===== config.mk =====
export PLATFORM = sky130hd
export DESIGN_NAME = predicate_commit_gate
export DESIGN_NICKNAME = d
export VERILOG_FILES = /design/src/rtl/pcg_pkg.sv /design/src/rtl/pcg_cond_eval.sv /design/src/rtl/pcg_flag_reg.sv /design/src/rtl/pcg_commit_ctl.sv /design/src/rtl/predicate_commit_gate.sv
export SDC_FILE = /design/constraint.sdc
export NUM_CORES = 1
export LEC_CHECK = 0
export CORE_AREA = 2 2 39 41
export CTS_CLUSTER_DIAMETER = 150
export CTS_CLUSTER_SIZE = 8
export DETAILED_ROUTE_END_ITERATION = 10
export DIE_AREA = 0 0 41 43
export PLACE_DENSITY = 0.77
export SLEW_MARGIN = 10
export SYNTH_ARGS = -nofsm -noshare
export SYNTH_HDL_FRONTEND = slang
export SYNTH_SLANG_ARGS = --single-unit

===== constraint.sdc =====
create_clock -name clk -period 2 [get_ports clk]
set_clock_uncertainty 0.05 [all_clocks]
set_input_delay 0.4 -clock clk [delete_from_list [all_inputs] [get_ports clk]]
set_output_delay 0.4 -clock clk [all_outputs]
set_load 0.02 [all_outputs]

===== src/rtl/pcg_pkg.sv =====
package pcg_pkg;
  parameter int COND_W = 4;
  parameter int FLAG_W = 4;

  localparam int FN = FLAG_W - 1;
  localparam int FZ = FLAG_W - 2;
  localparam int FC = FLAG_W - 3;
  localparam int FV = FLAG_W - 4;

  typedef enum logic [COND_W-1:0] {
    CC_ZSET  = 4'h0, CC_ZCLR  = 4'h1,
    CC_CSET  = 4'h2, CC_CCLR  = 4'h3,
    CC_NSET  = 4'h4, CC_NCLR  = 4'h5,
    CC_VSET  = 4'h6, CC_VCLR  = 4'h7,
    CC_UHI   = 4'h8, CC_ULS   = 4'h9,
    CC_SGE   = 4'hA, CC_SLT   = 4'hB,
    CC_SGT   = 4'hC, CC_SLE   = 4'hD,
    CC_ALW   = 4'hE, CC_NEVER = 4'hF
  } cond_e;
endpackage


===== src/rtl/pcg_cond_eval.sv =====
module pcg_cond_eval
  import pcg_pkg::*;
(
  input  logic              clk,
  input  logic              rst,
  input  logic [COND_W-1:0] cond,
  input  logic [FLAG_W-1:0] flags,
  output logic              pass
);
  logic n, z, c, v;
  assign n = flags[FN];
  assign z = flags[FZ];
  assign c = flags[FC];
  assign v = flags[FV];

  always_comb begin
    unique case (cond_e'(cond))
      CC_ZSET:  pass = z;
      CC_ZCLR:  pass = !z;
      CC_CSET:  pass = c;
      CC_CCLR:  pass = !c;
      CC_NSET:  pass = n;
      CC_NCLR:  pass = !n;
      CC_VSET:  pass = v;
      CC_VCLR:  pass = !v;
      CC_UHI:   pass = c && !z;
      CC_ULS:   pass = !c || z;
      CC_SGE:   pass = (n == v);
      CC_SLT:   pass = (n != v);
      CC_SGT:   pass = !z && (n == v);
      CC_SLE:   pass = z || (n != v);
      CC_ALW:   pass = 1'b1;
      default:  pass = 1'b0;
    endcase
  end

  AST_ALWAYS_PASSES: assert property (@(posedge clk) disable iff (rst)
    (cond == CC_ALW) |-> pass);
  AST_NEVER_PASSES: assert property (@(posedge clk) disable iff (rst)
    (cond == CC_NEVER) |-> !pass);
  AST_SGT_NEEDS_NZ: assert property (@(posedge clk) disable iff (rst)
    (cond == CC_SGT && pass) |-> (!flags[FZ] && flags[FN] == flags[FV]));
endmodule


===== src/rtl/pcg_flag_reg.sv =====
module pcg_flag_reg
  import pcg_pkg::*;
(
  input  logic              clk,
  input  logic              rst,
  input  logic              load,
  input  logic [FLAG_W-1:0] nxt,
  output logic [FLAG_W-1:0] q
);
  always_ff @(posedge clk) begin
    if (rst)       q <= '0;
    else if (load) q <= nxt;
  end

  AST_FLAGS_LOAD: assert property (@(posedge clk) disable iff (rst)
    load |=> (q == $past(nxt)));
  AST_FLAGS_HOLD: assert property (@(posedge clk) disable iff (rst)
    !load |=> $stable(q));
endmodule


===== src/rtl/pcg_commit_ctl.sv =====
module pcg_commit_ctl (
  input  logic clk,
  input  logic rst,
  input  logic valid,
  input  logic pass,
  input  logic wr_req,
  input  logic setflags,
  input  logic is_cmp,
  output logic rf_we,
  output logic flag_we
);
  logic commit;
  assign commit  = valid & pass;
  assign rf_we   = commit & wr_req;
  assign flag_we = commit & (setflags | is_cmp);

  AST_FAIL_NO_WRITE: assert property (@(posedge clk) disable iff (rst)
    !pass |-> !rf_we && !flag_we);
  AST_IDLE_NO_FLAGS: assert property (@(posedge clk) disable iff (rst)
    !valid |-> !flag_we);
endmodule


===== src/rtl/predicate_commit_gate.sv =====
module predicate_commit_gate
  import pcg_pkg::*;
(
  input  logic              clk,
  input  logic              rst,
  input  logic              op_valid,
  input  logic [COND_W-1:0] op_cond,
  input  logic              op_setflags,
  input  logic              op_is_cmp,
  input  logic              op_wr_req,
  input  logic [FLAG_W-1:0] alu_flags,
  output logic              rf_wr_en,
  output logic              cond_pass,
  output logic [FLAG_W-1:0] flags_q
);
  logic flag_we;

  pcg_cond_eval u_eval (
    .clk(clk), .rst(rst), .cond(op_cond), .flags(flags_q), .pass(cond_pass)
  );

  pcg_commit_ctl u_ctl (
    .clk(clk), .rst(rst), .valid(op_valid), .pass(cond_pass),
    .wr_req(op_wr_req), .setflags(op_setflags), .is_cmp(op_is_cmp),
    .rf_we(rf_wr_en), .flag_we(flag_we)
  );

  pcg_flag_reg u_flags (
    .clk(clk), .rst(rst), .load(flag_we), .nxt(alu_flags), .q(flags_q)
  );

  AST_CMP_WRITES_FLAGS: assert property (@(posedge clk) disable iff (rst)
    (op_valid && cond_pass && op_is_cmp) |=> (flags_q == $past(alu_flags)));
endmodule


==> run summary, run 1 <==
area grow syn2layout -> 92.8%
Regs by FF count -> u_flags.q x4
I/O Pins -> 20
ranking of synthesized cells by area -> dfxtp_1 (18%), mux2i_1 (11%), nand2b_1 (11%), and3b_2 (4.4%), nor4bb_1 (4.4%)
max reg flops -> 4
Critical Path Start Type -> input port
WP data arrival -> 1.78 ns
Routed wire per std cell -> 12.1 um
Clock Latency Late Sink -> 0.24 ns
Ant. Diodes -> 0
DIE AREA -> 0.00176 mm^2
total wire length -> 1280 um
fmax -> 0.449 GHz
CTS tree -> yes
Comb pwr share -> 46.0%
initial detailed-routing violation count -> 7
Slew Limit Fails -> 0
largest net degree at the start of global routing -> 9
P_int -> 0.256 mW
Root Driver -> clkbuf_4
Clock Power Share -> 28.1%
layout cell share with drive strength beyond 1 -> 48.9%
GPL Wtd Cong -> 0.758
# H-tree levels -> 1
vias -> 539
Max-cap violations -> 0
post-synthesis register bit count -> 4
vias per inst -> 5.08
initial antenna violation count -> 0
Setup WS pre-CTS -> -1.12 ns
Hold Crit Class -> reg -> reg
# nets final -> 106
Hold Slack -> 0.466 ns
Final Critical Period -> 2.23 ns
most frequent cells in the layout -> clkdlybuf4s50_1 (13), buf_4 (13), buf_6 (9)
critical path peak fanout -> 5
CP required -> 1.55 ns
Die Y -> 43 um
Post-DP Area -> 778 um^2
Die Wd -> 41 um
GRT Util Overall -> 16.3%
post-synthesis cell area -> 452 um^2
Clock transition at path regs -> 0.04 ns
core area -> 0.00138 mm^2
grt ovf -> 0
Gate Count Post-Synth -> 51
FILL cells -> 122
Slew headroom -> 75.7%
CTS Sinks -> 4
Pleak -> 0.370 nW
Sw Pwr -> 0.106 mW
top-area cell type share of the netlist area -> 17.7%
type of the worst setup path -> in -> out
cell taking the most area after synthesis -> dfxtp_1
first-pass GRT wire length -> 1960 um
HPWL Detailed -> 911 um
status -> complete, but fails checks
Reg power frac -> 25.9%
Final period util -> 111%
Starting Density -> 32.6%
Net Sw Frac -> 29.2%
crit path capture type -> primary output
Multi-input gate area -> 384 um^2
syn_area_per_cell -> 8.86 um^2
Pwr Total -> 0.362 mW
largest reg by FF count -> u_flags.q
PortBufs -> 19
Synth Warn # -> 0
unique cell type count in the Yosys netlist -> 31
antenna-violating nets left -> 0
post-synthesis net count -> 65
CTS max path bufs -> 2
VDD IR-drop max -> 0.278 mV
router iterations before antenna repair -> 4
RSZ-0062 raised after global routing -> true
area occupied by registers -> 85.1 um^2
fin area -> 871 um^2
PnR worst setup slack -> -0.229 ns
number of global-route vias before repair -> 495
CTS buffer count -> 3
setup TNS -> -0.348 ns
row count -> 14
Fin. Hold Viols -> 0
Finish-stage setup viols -> 2
DR DRC count -> 0
worst-margin pin slew -> 0.359 ns
PwrDens -> 415 mW/mm^2
sequential fraction of the synthesis area -> 17.7%
failing checks -> setup timing
## cell usage after synthesis, drive strengths merged
cell and number:
nand2b 8, nor3b 1, a22oi 1, and3 1, nand4b 1, buf 3
nor2b 1, nor2 3, nor3 3, o31a 1, nor4bb 2, xor2 2
a31oi 1, a211oi 1, mux2i 5, o31ai 1, dfxtp 4, o21ai 1
and4bb 1, or3 1, and2b 1, o21a 1, nor4b 2, nand3b 1
xnor2 1, and3b 2, a221oi 1
## worst max-delay path, stage by stage
cell	delay [ns]
buf_6	0.09
buf_6	0.12
buf_6	0.11
nand3b_1	0.15
mux2i_1	0.16
nor4b_2	0.08
or3_4	0.39
and3_4	0.15
buf_6	0.12
## metal layers
layer,part of all wire [%],GRT usage (%)
met1,37,17.3
met2,56,28.4
met3,6.9,1.57
met4,0,10.0
met5,0,0
## worst paths after layout
check | from | endpoint | slack (ns) | cells past startpoint
min | u_flags.q[2] | u_flags.q[2] | 0.47 | 2
max | op_cond[0] | rf_wr_en | -0.23 | 9
max reg2reg | u_flags.q[0] | u_flags.q[2] | 0.22 | 7
min reg2reg | u_flags.q[2] | u_flags.q[2] | 0.47 | 2
## timing repair
| action | 4_1_cts | 5_1_grt |
|---|---|---|
| setup buffers | 3 | 0 |
| resized for setup | 35 | 0 |
| hold endpoints to repair | 0 | 0 |
| gates cloned | 1 | 0 |
| hold buffers | 0 | 0 |
| setup endpoints to repair | 6 | 2 |
| pin swaps | 8 | 2 |
## power groups by stage
stage / combinational (mW) / sequential (mW) / clock, mW
6_report: 0.166 / 0.0936 / 0.102
3_3_place_gp: 0.152 / 0.0931 / 0
4_1_cts: 0.167 / 0.0933 / 0.109
3_5_place_dp: 0.154 / 0.0935 / 0
5_1_grt: 0.178 / 0.0941 / 0.110
2_1_floorplan: 0.0695 / 0.101 / 0
## area by class of cell
cell class                 count  share of cell area, %
tap                           16                   2.30
timing repair buffer          39                   41.2
clock buffer                   3                   2.59
multi-input combinational     44                   44.1
sequential                     4                   9.77
## logic make-up after synthesis
kind of cell           share of synthesized area (%)
flip-flops                                      17.7
XOR/XNOR                                        5.82
AND/OR/NAND/NOR                                 45.4
buffers and inverters                           5.26
AO/OA/AOI/OAI                                   14.7
multiplexers                                    11.1
## per-stage QoR
step                      util [%]  std cells
after floorplan                  -         51
after global placement        56.2         99
after detailed placement      56.2         99
after CTS                     62.9        106
after global routing          62.9        106
final                         62.9        106
Power figures use the tool's default switching activity.
==> run 2, diff against run 1 <==
- CTS_CLUSTER_SIZE: 8 -> 28
==> results of run 2 <==
Final layout, timing and power as in run 1 (identical DEF).
